$ cat src/rtl/pwm16_pkg.sv
package pwm16_pkg;
    typedef enum logic [1:0] {
        ST_IDLE = 2'd0,
        ST_FREE = 2'd1,
        ST_ONCE = 2'd2
    } pwm_state_t;
endpackage

$ cat src/rtl/pwm16_ctrl.sv
module pwm16_ctrl
    import pwm16_pkg::*;
#(
    parameter int NUM_CLK  = 3,
    parameter int NUM_TRIG = 3,
    parameter int CSEL_W   = 2,
    parameter int TSEL_W   = 2
) (
    input  logic                clk,
    input  logic                rst_n,
    input  logic [NUM_CLK-1:0]  clk_en,
    input  logic [CSEL_W-1:0]   clk_sel,
    input  logic [NUM_TRIG-1:0] trig_in,
    input  logic [TSEL_W-1:0]   trig_sel,
    input  logic                trig_en,
    input  logic                oneshot_mode,
    input  logic                sw_start,
    input  logic                sw_stop,
    input  logic                period_end,
    output logic                tick,
    output logic                running,
    output logic                go,
    output logic                halt
);
    pwm_state_t          state_q, state_d;
    logic [NUM_TRIG-1:0] trig_q;
    logic                src_now, src_old;

    // pick the tick source; unmatched select codes give no tick
    always_comb begin
        tick = 1'b0;
        for (int i = 0; i < NUM_CLK; i++)
            if (clk_sel == CSEL_W'(i)) tick = clk_en[i];
    end

    always_comb begin
        src_now = 1'b0;
        src_old = 1'b0;
        for (int i = 0; i < NUM_TRIG; i++)
            if (trig_sel == TSEL_W'(i)) begin
                src_now = trig_in[i];
                src_old = trig_q[i];
            end
    end

    always_ff @(posedge clk or negedge rst_n)
        if (!rst_n) trig_q <= '0;
        else        trig_q <= trig_in;

    assign halt = sw_stop | (trig_en & src_old & ~src_now);
    assign go   = (state_q == ST_IDLE) & ~halt &
                  (sw_start | (trig_en & src_now & ~src_old));

    // next-state logic
    always_comb begin
        state_d = state_q;
        unique case (state_q)
            ST_IDLE: if (go) state_d = oneshot_mode ? ST_ONCE : ST_FREE;
            ST_FREE: if (halt) state_d = ST_IDLE;
            ST_ONCE: if (halt || period_end) state_d = ST_IDLE;
            default: state_d = ST_IDLE;
        endcase
    end

    // state register
    always_ff @(posedge clk or negedge rst_n)
        if (!rst_n) state_q <= ST_IDLE;
        else        state_q <= state_d;

    // outputs
    always_comb running = (state_q != ST_IDLE);

    a_r6_oneshot_done: assert property (@(posedge clk) disable iff (!rst_n)
        (state_q == ST_ONCE && period_end) |=> (state_q == ST_IDLE));
    a_r7_stop_idles: assert property (@(posedge clk) disable iff (!rst_n)
        halt |=> (state_q == ST_IDLE));
    a_r7_start_ignored: assert property (@(posedge clk) disable iff (!rst_n)
        (state_q == ST_FREE && !halt) |=> (state_q == ST_FREE));
endmodule

$ cat src/rtl/pwm16_counter.sv
module pwm16_counter #(
    parameter int CNT_W = 16
) (
    input  logic             clk,
    input  logic             rst_n,
    input  logic             tick,
    input  logic             running,
    input  logic             go,
    input  logic             halt,
    input  logic             wr_period,
    input  logic [CNT_W-1:0] wr_data,
    output logic [CNT_W-1:0] cnt,
    output logic             period_end,
    output logic             load,
    output logic             irq
);
    logic [CNT_W-1:0] per_buf, per_act;
    logic             wrap_now;

    assign wrap_now   = ({1'b0, cnt} + 1'b1) >= {1'b0, per_act};
    assign period_end = running & tick & wrap_now & ~halt;
    assign load       = go | period_end;

    always_ff @(posedge clk or negedge rst_n)
        if (!rst_n) begin
            per_buf <= '0;
            per_act <= '0;
            cnt     <= '0;
            irq     <= 1'b0;
        end else begin
            if (wr_period) per_buf <= wr_data;
            if (load)      per_act <= per_buf;
            if (go || halt)          cnt <= '0;
            else if (running && tick) cnt <= wrap_now ? '0 : cnt + 1'b1;
            irq <= period_end;
        end

    a_r4_irq_at_wrap: assert property (@(posedge clk) disable iff (!rst_n)
        irq |-> (cnt == '0));
    a_r2_cnt_in_range: assert property (@(posedge clk) disable iff (!rst_n)
        running |-> (cnt < per_act || cnt == '0));
    a_r5_hold_no_tick: assert property (@(posedge clk) disable iff (!rst_n)
        (running && !tick && !halt) |=> (cnt == $past(cnt)));
endmodule

$ cat src/rtl/pwm16_chan.sv
module pwm16_chan #(
    parameter int CNT_W = 16
) (
    input  logic             clk,
    input  logic             rst_n,
    input  logic             load,
    input  logic             wr,
    input  logic [CNT_W-1:0] wr_data,
    input  logic [CNT_W-1:0] cnt,
    input  logic             running,
    output logic             pwm
);
    logic [CNT_W-1:0] duty_buf, duty_act;

    always_ff @(posedge clk or negedge rst_n)
        if (!rst_n) begin
            duty_buf <= '0;
            duty_act <= '0;
        end else begin
            if (wr)   duty_buf <= wr_data;
            if (load) duty_act <= duty_buf;
        end

    assign pwm = running & (cnt < duty_act);

    a_r3_idle_low: assert property (@(posedge clk) disable iff (!rst_n)
        !running |-> !pwm);
endmodule

$ cat src/rtl/pwm16_unit.sv
module pwm16_unit #(
    parameter int CNT_W    = 16,
    parameter int NUM_OUT  = 3,
    parameter int NUM_CLK  = 3,
    parameter int NUM_TRIG = 3,
    parameter int CSEL_W   = 2,
    parameter int TSEL_W   = 2
) (
    input  logic                clk,
    input  logic                rst_n,
    input  logic [NUM_CLK-1:0]  clk_en,
    input  logic [CSEL_W-1:0]   clk_sel,
    input  logic [NUM_TRIG-1:0] trig_in,
    input  logic [TSEL_W-1:0]   trig_sel,
    input  logic                trig_en,
    input  logic                oneshot_mode,
    input  logic                sw_start,
    input  logic                sw_stop,
    input  logic                wr_period,
    input  logic [NUM_OUT-1:0]  wr_duty,
    input  logic [CNT_W-1:0]    wr_data,
    output logic [NUM_OUT-1:0]  pwm_out,
    output logic                period_irq
);
    logic             tick, running, go, halt, period_end, load;
    logic [CNT_W-1:0] cnt;

    pwm16_ctrl #(
        .NUM_CLK(NUM_CLK), .NUM_TRIG(NUM_TRIG), .CSEL_W(CSEL_W), .TSEL_W(TSEL_W)
    ) u_ctrl (
        .clk(clk), .rst_n(rst_n), .clk_en(clk_en), .clk_sel(clk_sel),
        .trig_in(trig_in), .trig_sel(trig_sel), .trig_en(trig_en),
        .oneshot_mode(oneshot_mode), .sw_start(sw_start), .sw_stop(sw_stop),
        .period_end(period_end), .tick(tick), .running(running),
        .go(go), .halt(halt)
    );

    pwm16_counter #(.CNT_W(CNT_W)) u_counter (
        .clk(clk), .rst_n(rst_n), .tick(tick), .running(running), .go(go),
        .halt(halt), .wr_period(wr_period), .wr_data(wr_data), .cnt(cnt),
        .period_end(period_end), .load(load), .irq(period_irq)
    );

    for (genvar g = 0; g < NUM_OUT; g++) begin : g_chan
        pwm16_chan #(.CNT_W(CNT_W)) u_chan (
            .clk(clk), .rst_n(rst_n), .load(load), .wr(wr_duty[g]),
            .wr_data(wr_data), .cnt(cnt), .running(running), .pwm(pwm_out[g])
        );
    end

    a_r4_irq_needs_run: assert property (@(posedge clk) disable iff (!rst_n)
        period_irq |-> $past(running));
endmodule

$ cat config.mk
export PLATFORM = sky130hd
export DESIGN_NAME = pwm16_unit
export DESIGN_NICKNAME = d
export VERILOG_FILES = /design/src/rtl/pwm16_pkg.sv /design/src/rtl/pwm16_ctrl.sv /design/src/rtl/pwm16_counter.sv /design/src/rtl/pwm16_chan.sv /design/src/rtl/pwm16_unit.sv
export SDC_FILE = /design/constraint.sdc
export NUM_CORES = 1
export LEC_CHECK = 0
export ABC_CLOCK_PERIOD_IN_PS = 4450
export BUFFER_PORTS_ARGS = -buffer_cell sky130_fd_sc_hd__buf_4
export CORE_MARGIN = 1.5
export CORE_UTILIZATION = 61
export CTS_BUF_LIST = sky130_fd_sc_hd__clkbuf_4
export DETAILED_ROUTE_END_ITERATION = 10
export HOLD_SLACK_MARGIN = 0.06
export PLACE_DENSITY = 0.86
export SLEW_MARGIN = 20
export SYNTH_ARGS = -nofsm -noshare
export SYNTH_HDL_FRONTEND = slang
export SYNTH_SLANG_ARGS = --single-unit
$ cat constraint.sdc
create_clock -name clk -period 4.45 [get_ports clk]
set_input_delay 0.2225 -clock clk [delete_from_list [all_inputs] [get_ports clk]]
set_output_delay 0.2225 -clock clk [all_outputs]
set_load 0.05 [all_outputs]
==> results of run 1 <==
## placed cells by master (no fill, tap or decap), types with 8 or more instances in the layout
cell,count
dfrtp_1,150
nand2_1,97
inv_1,69
o2111ai_1,64
mux2_2,64
ha_1,62
buf_4,53
o311ai_1,47
a21oi_1,23
dlygate4sd3_1,23
clkbuf_4,21
nor2_1,15
a21o_1,15
o311ai_0,14
or3_1,13
xnor2_1,13
nand4_1,13
o21ai_0,13
a2111oi_0,8
a31o_2,8
## worst max-delay path: cells and delay by family (launching register included)
family,cells,cell delay [ps]
compound gates,6,1580
xor+xnor,1,150
fa+ha+maj,2,570
buf+inv,2,340
flops,1,490
simple gates,3,870
## state kept, by name, indices dropped and copies added (netlist names)
name	count
u_counter.per_act	16
g_chan.u_chan.duty_act	48
u_ctrl.trig_q	3
u_counter.per_buf	16
u_ctrl.state_q	2
g_chan.u_chan.duty_buf	48
u_counter.cnt	16
u_counter.irq	1
## layout make-up
cell class	instances	area share, %
multi-input cells	544	45.5
flip-flops and latches	150	39.6
repair buffers	78	6.96
inverters	69	2.73
well taps	180	2.38
clock buffers	21	1.66
clock inverters	10	1.14
## routing by layer
layer	track usage [%]	vias to the layer above
li1	-	3197
met3	6.74	28
met1	42.1	3501
met2	47.1	234
met5	0	-
met4	8.82	0
## power by group through the flow
stage	clock, mW	sequential (mW)	combinational, mW
2_1_floorplan	0	1.67	0.542
3_3_place_gp	0	1.69	0.739
3_5_place_dp	0	1.70	0.765
4_1_cts	0.840	1.68	0.787
5_1_grt	0.901	1.70	0.880
6_report	0.830	1.68	0.791
## stage by stage
step | total power [mW] | hold WS (ps) | worst slack (ps)
3_5_place_dp | 2.47 | 266 | 403
4_1_cts | 3.30 | 108 | 323
3_3_place_gp | 2.43 | 268 | 658
5_1_grt | 3.48 | 99.2 | 47.4
6_report | 3.30 | 129 | 315
2_1_floorplan | 2.22 | -73.1 | 1050
## worst paths after layout
check	from	end	slack, ps	cells after the start
setup / recovery	u_counter.cnt[0]	g_chan[0].u_chan.duty_act[10]	320	14
hold / removal	wr_period	u_counter.per_buf[4]	130	2
setup reg to reg	u_counter.cnt[0]	g_chan[0].u_chan.duty_act[10]	320	14
hold reg to reg	g_chan[2].u_chan.duty_buf[0]	g_chan[2].u_chan.duty_act[0]	530	2
max in group asynchronous	rst_n	u_counter.per_buf[14]	3220	3
min in group asynchronous	rst_n	g_chan[2].u_chan.duty_buf[10]	200	2
## cell families (layout without fill, tap and decap cells)
| family | count (synthesis) | in the layout |
|---|---|---|
| AO/OA/AOI/OAI | 217 | 217 |
| AND/OR/NAND/NOR | 183 | 183 |
| flip-flops | 150 | 150 |
| buffers and inverters | 140 | 178 |
| adder cells (fa/ha/maj) | 62 | 62 |
| multiplexers | 68 | 68 |
| XOR/XNOR | 14 | 14 |
==> out/qor.csv, run 1 <==
metric;value;unit
worst slew pin tran;750;ps
Post-synth top cells;dfrtp_1, nand2_1, inv_1;
Syn-to-layout area delta;9.78;%
die area;0.0149;sq mm
core area;0.0138;sq mm
CTS Buf Count;17;
drt first pass iters;5;
Die Y;122;um
clk_skew;23.7;ps
largest net degree at the start of global routing;125;
GPL Wtd Cong;0.850;
initial drt markers;879;
setup tns final;0;ps
Final ANT Viol Nets;0;
DR vias;6960;
nets;958;
number of global-route vias before repair;6752;
total grt overflow;0;
DP Wirelength;13400;um
Vias/cell;6.62;
post-cts sizing count;0;
internal power;2.26;mW
final instance area;0.00948;sq mm
hold buffers post-CTS;23;
CTS Buffer Depth;2;
final wirelength;20700;um
IO Port Bufs;39;
Ports;40;
cell taking the most area after synthesis;dfrtp_1;
Mapped Cells;834;
Top FF cell, synth;dfrtp_1;
Async SR Flop Fraction;100;%
combinational share of power;24.0;%
crit-path cells;ha_1 > nand3_2 > or3_1 > nor2_4 > xnor2_1 > inv_1 > ha_1 > a21o_1 > a21o_1 > a31oi_1 > o211ai_4 > o211a_2 > buf_4 > o311ai_0;
Setup Buffers After CTS;0;
xor/xnor cell area share of the yosys netlist;1.42;%
CP Class;reg -> reg;
Initial Util;62.5;%
CTS H-tree lvls;4;
Post-Synth Simple-Gate Area;10.5;%
antenna violations before repair;0;
worst path required time;4890;ps
post-layout util;68.6;%
max_cap viols;0;
Cell Count, Final, Fillers Out;1052;
synthesized area per cell;10.4;sq um
Sw Ratio;31.6;%
routed len/inst;19.7;um
Die W;122;um
Post-route DRC;0;
met1 WL;9460;um
Worst Path Arrival;4580;ps
Seq pwr share;50.9;%
Sink Count;150;
Yosys top cell area share;43.5;%
Compound-Gate Fraction of Synth Area;20.1;%
clock-pin slew on the worst setup and hold paths;130;ps
Adder-Cell Fraction of Synth Area;8.98;%
slowest CP cell;or3_1;
top cells by area, synth;dfrtp_1, ha_1, mux2_2;
CTS tree;done;
n_diodes;0;
maximum vdd ir drop;0.000285;V
dpl cells;998;
Finish-stage setup viols;0;
RSZ-0062 raised after global routing;no;
syn_nets;932;
met2 WL post-DR;9750;um
number of fill cells;1022;
NetSw;1.04;mW
Fmax;242;MHz
first-pass GRT wire length;34800;um
leading cell type by number of instances after synthesis;dfrtp_1;
Critical Path Fanout Max;37;
status;completed;
sequential element share of the synthesized area;43.5;%
share of layout cells above drive strength 1;19.0;%
Synth Register Bits;150;
Worst-Skew Late Latency;590;ps
Clk pwr share;25.2;%
crit-path max cell delay;580;ps
CTS root buf;clkbuf_4;
main combinational cell family by area after synthesis;compound AO/OA/AOI/OAI gates;
Power Dens Cells;348;mW/mm^2
register area;0.00375;sq mm
Post-Syn Area;0.00864;sq mm
Hold Path Class;in -> reg;
Hold Fails Final Rpt;0;
EDFF count, synth;0;
Total GRT Usage;30.1;%
DP Area;0.00898;sq mm
period utilization;92.9;%
max-slew violation count;0;
Worst slew margin;50.0;%
met3 routed WL;1180;um
Worst setup SP type;flop;
synth unique cells;57;
crit end category;flop;
# rows;43;
minimum clock period;4130;ps
Top Metal Used;met4;
leakage power;4.13;nW
area of the multi-input gates;0.00432;sq mm
yosys warns;0;
multiplexer share of the synthesized area;8.81;%
Note: power is estimated with default switching activity, not from simulation.
==> inputs of run 2 (changes only) <==
--- a/config.mk
+++ b/config.mk
@@ -5,10 +5,10 @@
 export SDC_FILE = /design/constraint.sdc
 export NUM_CORES = 1
 export LEC_CHECK = 0
-export ABC_CLOCK_PERIOD_IN_PS = 4450
+export ABC_CLOCK_PERIOD_IN_PS = 3700
 export BUFFER_PORTS_ARGS = -buffer_cell sky130_fd_sc_hd__buf_4
 export CORE_MARGIN = 1.5
-export CORE_UTILIZATION = 61
+export CORE_UTILIZATION = 58
 export CTS_BUF_LIST = sky130_fd_sc_hd__clkbuf_4
 export DETAILED_ROUTE_END_ITERATION = 10
 export HOLD_SLACK_MARGIN = 0.06
==> constraint.sdc (replaced) <==
create_clock -name clk -period 3.7 [get_ports clk]
set_input_delay 0.185 -clock clk [delete_from_list [all_inputs] [get_ports clk]]
set_output_delay 0.185 -clock clk [all_outputs]
set_load 0.05 [all_outputs]
==> run 2 against run 1 <==
- clock skew is 1.6 ps higher
- sequential share of layout area is 0.73 points lower
- register-to-register slack worse by 120 ps
- flip-flop and latch count stayed put
- fmax is 18% higher
- global-route usage is 2.9 points lower
- via count is 0.66% higher
- die area is 5.0% higher
- design area is 1.9% higher
- clock power is 20% higher
==> out/qor.csv, run 2 (synthesis gave the netlist of run 1 again) <==
metric;value;unit;change
internal power;2.70;mW;was 2.26 mW
Final ANT Viol Nets;0;;unchanged
first-pass GRT wire length;34500;um;was 34800 um
largest registers;g_chan.u_chan.duty_act x48, g_chan.u_chan.duty_buf x48;;unchanged
nets;965;;was 958
drt first pass iters;7;;was 5
worst r2r src;u_counter.cnt[0];;unchanged
combinational share of power;24.6;%;was 24.0%
DP Area;0.00906;sq mm;was 0.00898 sq mm
final wirelength;21000;um;was 20700 um
CTS Buf Count;17;;unchanged
max_cap viols;0;;unchanged
Sw Ratio;32.5;%;was 31.6%
final instance area;0.00966;sq mm;was 0.00948 sq mm
CTS H-tree lvls;4;;unchanged
Die Y;125;um;was 122 um
met3 routed WL;1260;um;was 1180 um
worst path required time;4180;ps;was 4890 ps
share of layout cells above drive strength 1;20.7;%;was 19.0%
Post-route DRC;0;;unchanged
maximum vdd ir drop;0.000301;V;was 0.000285 V
DR vias;7006;;was 6960
GPL Wtd Cong;0.851;;was 0.850
worst slew pin tran;868;ps;was 750 ps
Worst setup SP type;flop;;unchanged
die area;0.0156;sq mm;was 0.0149 sq mm
CTS root buf;clkbuf_4;;unchanged
Fmax;286;MHz;was 242 MHz
Finish-stage setup viols;0;;unchanged
CTS Buffer Depth;2;;unchanged
# rows;44;;was 43
clk_skew;25.4;ps;was 23.7 ps
met2 WL post-DR;10100;um;was 9750 um
initial drt markers;844;;was 879
clock-pin slew on the worst setup and hold paths;140;ps;was 130 ps
number of global-route vias before repair;6790;;was 6752
Total GRT Usage;27.2;%;was 30.1%
Clk pwr share;25.0;%;was 25.2%
Critical Path Fanout Max;24;;was 37
max-slew violation count;0;;unchanged
largest net degree at the start of global routing;125;;unchanged
Sink Count;150;;unchanged
setup tns final;0;ps;unchanged
Hold Fails Final Rpt;0;;unchanged
Worst Setup SP;u_counter.cnt[0];;unchanged
Seq pwr share;50.5;%;was 50.9%
Setup Buffers After CTS;0;;unchanged
Hold Crit Start;wr_duty[1];;was wr_period
post-layout util;66.5;%;was 68.6%
most common cell after layout, fill and taps aside;dfrtp_1;;unchanged
DP Wirelength;13100;um;was 13400 um
met1 WL;9320;um;was 9460 um
Die W;125;um;was 122 um
CTS tree;done;;unchanged
core area;0.0145;sq mm;was 0.0138 sq mm
Vias/cell;6.58;;was 6.62
commonest cells after routing, fill and taps aside;dfrtp_1, nand2_1, inv_1, o2111ai_1, mux2_2;;unchanged
dpl ws;-70.4;ps;was 403 ps
crit end category;flop;;unchanged
status;completed;;unchanged
total power;4.00;mW;was 3.30 mW
Worst slew margin;42.2;%;was 50.0%
Worst-Skew Late Latency;600;ps;was 590 ps
PnR worst setup slack;197;ps;was 315 ps
Ports;40;;unchanged
Initial Util;59.4;%;was 62.5%
leakage power;4.20;nW;was 4.13 nW
Power Dens Cells;414;mW/mm^2;was 348 mW/mm^2
CP Class;reg -> reg;;unchanged
minimum clock period;3500;ps;was 4130 ps
IO Port Bufs;39;;unchanged
Worst Path Arrival;3980;ps;was 4580 ps
total grt overflow;0;;unchanged
Top Metal Used;met4;;unchanged
period utilization;94.7;%;was 92.9%
Syn-to-layout area delta;11.9;%;was 9.78%
routed len/inst;19.7;um;about the same
NetSw;1.30;mW;was 1.04 mW
antenna violations before repair;1;;was 0
Hold Path Class;in -> reg;;unchanged
-- run 2: changes by cell type in the layout (fill, tap and decap cells not counted), moves of 3 or more --
cell,change
o311ai_2,+5
clkbuf_4,-4
o311ai_0,-10
clkinv_2,+4
o311ai_1,+5
buf_12,+3
-- run 2: final timing paths --
check	to	slack (ps)	depth (start not counted)
setup / recovery	u_counter.per_act[3]	200	14
hold / removal	g_chan[1].u_chan.duty_buf[0]	80	2
setup reg to reg	u_counter.per_act[3]	200	14
hold reg to reg	g_chan[2].u_chan.duty_act[4]	540	2
max in group asynchronous	g_chan[0].u_chan.duty_buf[2]	2690	3
min in group asynchronous	g_chan[0].u_chan.duty_buf[10]	270	2
-- run 2: layout make-up --
type                    count  area (sq um)
multi-input cells         544          4370
repair buffers             85           776
diodes                      1          2.50
clock buffers              17           128
fillers                  1110          4870
well taps                 184           230
clock inverters            15           139
inverters                  69           259
flip-flops and latches    150          3750
-- run 2: power by group through the flow --
stage / registers, mW / logic, mW / clock network (mW)
6_report: 2.02 / 0.982 / 0.999
5_1_grt: 2.05 / 1.09 / 1.07
4_1_cts: 2.02 / 0.953 / 1.01
3_5_place_dp: 2.05 / 0.929 / 0
3_3_place_gp: 2.03 / 0.892 / 0
2_1_floorplan: 2.01 / 0.652 / 0
-- run 2: per-stage QoR --
stage	instances	hold WS, ps
final	1065	83.4
after global routing	1065	68.6
after CTS	1063	64.7
after detailed placement	1007	306
after global placement	1007	307
after floorplan	834	-111
-- run 2: routing by layer --
layer  vias up  global-route usage, %
li1       3205                      -
met1      3488                   39.0
met2       282                   42.6
met3        31                   4.54
met4         0                   8.62
met5         -                      0
-- run 2: timing repair --
item                                    in CTS  in global routing
gates resized for setup                      1                 18
cloned                                       0                  1
endpoints found under the hold margin      176                  0
hold buffers                                24                  0
endpoints found under the setup margin       6                 57
-- run 2: critical path, stage by stage, from the launching register on --
cell and delay [ps]:
dfrtp_1 380, ha_1 250, nand3_2 130, or3_4 480, nor2_4 120, xnor2_1 130, inv_1 60, ha_1 280
a21o_1 150, a21o_1 170, a31oi_2 190, o211ai_4 140, o211a_2 280, buf_4 230, o311ai_0 370
==> inputs of run 3 (changes only) <==
--- a/config.mk
+++ b/config.mk
@@ -11,6 +11,7 @@
 export CORE_UTILIZATION = 58
 export CTS_BUF_LIST = sky130_fd_sc_hd__clkbuf_4
 export DETAILED_ROUTE_END_ITERATION = 10
+export GPL_TIMING_DRIVEN = 0
 export HOLD_SLACK_MARGIN = 0.06
 export PLACE_DENSITY = 0.86
 export SLEW_MARGIN = 20
==> run 3 against run 2 <==
- worst setup slack worse by 59 ps
- worst hold slack better by 32 ps
- sequential share of layout area is 1.2 points lower
- the run now ends with design-rule violations left
- sequential power barely moved
- clock power rose by 22%
- register-to-register slack worse by 60 ps
- highest routed layer unchanged
- largest power group unchanged
==> out/qor.csv, run 3 (synthesis gave the netlist of run 1 again) <==
metric;value;unit;change
Final ANT Viol Nets;0;;unchanged
Worst-Skew Late Latency;610;ps;was 600 ps
Ports;40;;unchanged
Worst slew margin;50.7;%;was 42.2%
dpl ws;-626;ps;was -70.4 ps
first-pass GRT wire length;37500;um;was 34500 um
period utilization;96.3;%;was 94.7%
Vias/cell;6.65;;was 6.58
commonest cells after routing, fill and taps aside;dfrtp_1, nand2_1, inv_1, mux2_2, ha_1;;was dfrtp_1, nand2_1, inv_1, o2111ai_1, mux2_2
FF-to-FF End;u_counter.cnt[2];;was u_counter.per_act[3]
Sink Count;150;;unchanged
worst path required time;4250;ps;was 4180 ps
slowest CP cell;dfrtp_2;;was or3_4
max_cap viols;0;;unchanged
largest registers;g_chan.u_chan.duty_act x48, g_chan.u_chan.duty_buf x48;;unchanged
DP Wirelength;16100;um;was 13100 um
maximum vdd ir drop;0.000280;V;was 0.000301 V
CP Class;reg -> reg;;unchanged
share of layout cells above drive strength 1;22.5;%;was 20.7%
setup tns final;0;ps;unchanged
Worst setup SP type;flop;;unchanged
CTS root buf;clkbuf_4;;unchanged
RSZ-0062 raised after global routing;yes;;
minimum clock period;3560;ps;was 3500 ps
nets;1017;;was 965
routed len/inst;21.3;um;was 19.7 um
CTS H-tree lvls;4;;unchanged
clk_skew;19.6;ps;was 25.4 ps
CP Capture Point;u_counter.cnt[2];;was u_counter.per_act[3]
CTS Buffer Depth;2;;unchanged
largest net degree at the start of global routing;80;;was 125
initial drt markers;811;;was 844
status;complete, but fails checks;;was completed
worst hold slack;116;ps;was 83.4 ps
Initial Util;59.4;%;unchanged
CTS tree;done;;unchanged
register area;0.00376;sq mm;was 0.00375 sq mm
drt first pass iters;10;;was 7
antenna violations before repair;1;;unchanged
reg2reg setup slack;140;ps;was 200 ps
GPL Wtd Cong;0.904;;was 0.851
# rows;44;;unchanged
hold path depth;3;;was 2
Total GRT Usage;30.6;%;was 27.2%
core area;0.0145;sq mm;unchanged
Reg2Reg Depth;16;;was 14
Levels on crit path;16;;was 14
Worst Path Arrival;4120;ps;was 3980 ps
DR vias;7429;;was 7006
Hold Fails Final Rpt;0;;unchanged
PnR worst setup slack;138;ps;was 197 ps
Hold Path Class;in -> reg;;unchanged
crit-path max cell delay;440;ps;was 480 ps
Fmax;281;MHz;was 286 MHz
CP delay by family, top;compound AO/OA/AOI/OAI gates;;unchanged
area of the multi-input gates;0.00442;sq mm;was 0.00437 sq mm
crit end category;flop;;unchanged
Finish-stage setup viols;0;;unchanged
CTS Buf Count;17;;unchanged
Worst Setup SP;u_counter.cnt[0];;unchanged
Die Y;125;um;unchanged
DP Area;0.00916;sq mm;was 0.00906 sq mm
max-slew violation count;0;;unchanged
failing checks;design-rule violations;;
most common cell after layout, fill and taps aside;dfrtp_1;;unchanged
Die W;125;um;unchanged
IO Port Bufs;34;;was 39
total grt overflow;0;;unchanged
leakage power;4.32;nW;was 4.20 nW
final wirelength;23800;um;was 21000 um
die area;0.0156;sq mm;unchanged
clock-pin slew on the worst setup and hold paths;140;ps;about the same
final instance area;0.00999;sq mm;was 0.00966 sq mm
Syn-to-layout area delta;15.6;%;was 11.9%
number of fill cells;1074;;was 1110
worst slew pin tran;740;ps;was 868 ps
crit-path cells;ha_4 > nand3_2 > or3_1 > buf_6 > nor2_4 > xnor2_1 > inv_1 > ha_1 > a21o_1 > a21o_1 > a31oi_2 > o211ai_4 > buf_4 > clkbuf_4 > a2111oi_0 > a31o_2;;was ha_1 > nand3_2 > or3_4 > nor2_4 > xnor2_1 > inv_1 > ha_1 > a21o_1 > a21o_1 > a31oi_2 > o211ai_4 > o211a_2 > buf_4 > o311ai_0
post-layout util;68.7;%;was 66.5%
Most Frequent Cell on Critical Path;a21o_1;;
Buf/Inv on CP;4;;was 2
worst r2r src;u_counter.cnt[0];;unchanged
number of global-route vias before repair;7034;;was 6790
Post-route DRC;1;;was 0
Power Dens Cells;426;mW/mm^2;was 414 mW/mm^2
Critical Path Fanout Max;10;;was 24
## run 3: cell types whose count changed in the layout (fill, tap and decap cells not counted), moves of 8 or more
cell	delta
o311ai_1	-10
o2111ai_1	-8
dfrtp_1	-9
o2111ai_2	+8
clkbuf_1	+38
dfrtp_2	+9
o311ai_0	+10
## run 3: area by class of cell
type / count / share of cell area, %
multi-input combinational: 544 / 44.2
sequential: 150 / 37.7
timing repair buffer: 68 / 5.96
buffer: 69 / 3.73
inverter: 69 / 2.59
tap: 184 / 2.31
clock inverter: 14 / 2.08
clock buffer: 18 / 1.35
antenna: 1 / 0.0251
## run 3: what timing repair did
| action | CTS | global route |
|---|---|---|
| endpoints found under the setup margin | 78 | 78 |
| hold buffers | 24 | 0 |
| gates resized for setup | 13 | 48 |
| pin swaps | 1 | 1 |
| setup buffers | 6 | 2 |
| hold endpoints to repair | 155 | 0 |
## run 3: metrics by stage
stage / power (mW) / std cells
6_report: 4.25 / 1117
5_1_grt: 4.46 / 1117
4_1_cts: 4.22 / 1115
3_5_place_dp: 2.99 / 1053
3_3_place_gp: 2.93 / 1052
2_1_floorplan: 2.67 / 834
## run 3: power by group
group / leakage (nW) / switching, mW / internal, mW
clock network: 0.182 / 0.616 / 0.606
logic: 2.32 / 0.590 / 0.416
registers: 1.82 / 0.125 / 1.90
total: 4.32 / 1.33 / 2.92
## run 3: worst min path at each step
| stage | endpoint | slack (ps) | startpoint |
|---|---|---|---|
| final | u_counter.cnt[10] | 120 | sw_start |
| after global placement | u_ctrl.trig_q[0] | 310 | trig_in[0] |
| after CTS | g_chan[0].u_chan.duty_buf[14] | 120 | wr_duty[0] |
| after floorplan | g_chan[0].u_chan.duty_act[0] | -110 | rst_n |
| after detailed placement | g_chan[1].u_chan.duty_buf[10] | 210 | rst_n |
| after global routing | u_counter.cnt[13] | 120 | sw_start |
## run 3: metal layers
metal	GRT usage, %	wire, um	up-vias
met5	0	0	-
li1	-	-	3314
met2	46.7	11000	415
met4	14.9	929	0
met3	6.20	2090	69
met1	41.9	9800	3631
## run 3: worst reg2reg max path, cell delays in order, from the launching register on
cell and delay (ps):
dfrtp_2 440, ha_4 180, nand3_2 90, or3_1 410
buf_6 160, nor2_4 110, xnor2_1 130, inv_1 60
ha_1 290, a21o_1 160, a21o_1 180, a31oi_2 190
o211ai_4 120, buf_4 180, clkbuf_4 210, a2111oi_0 430
a31o_2 170
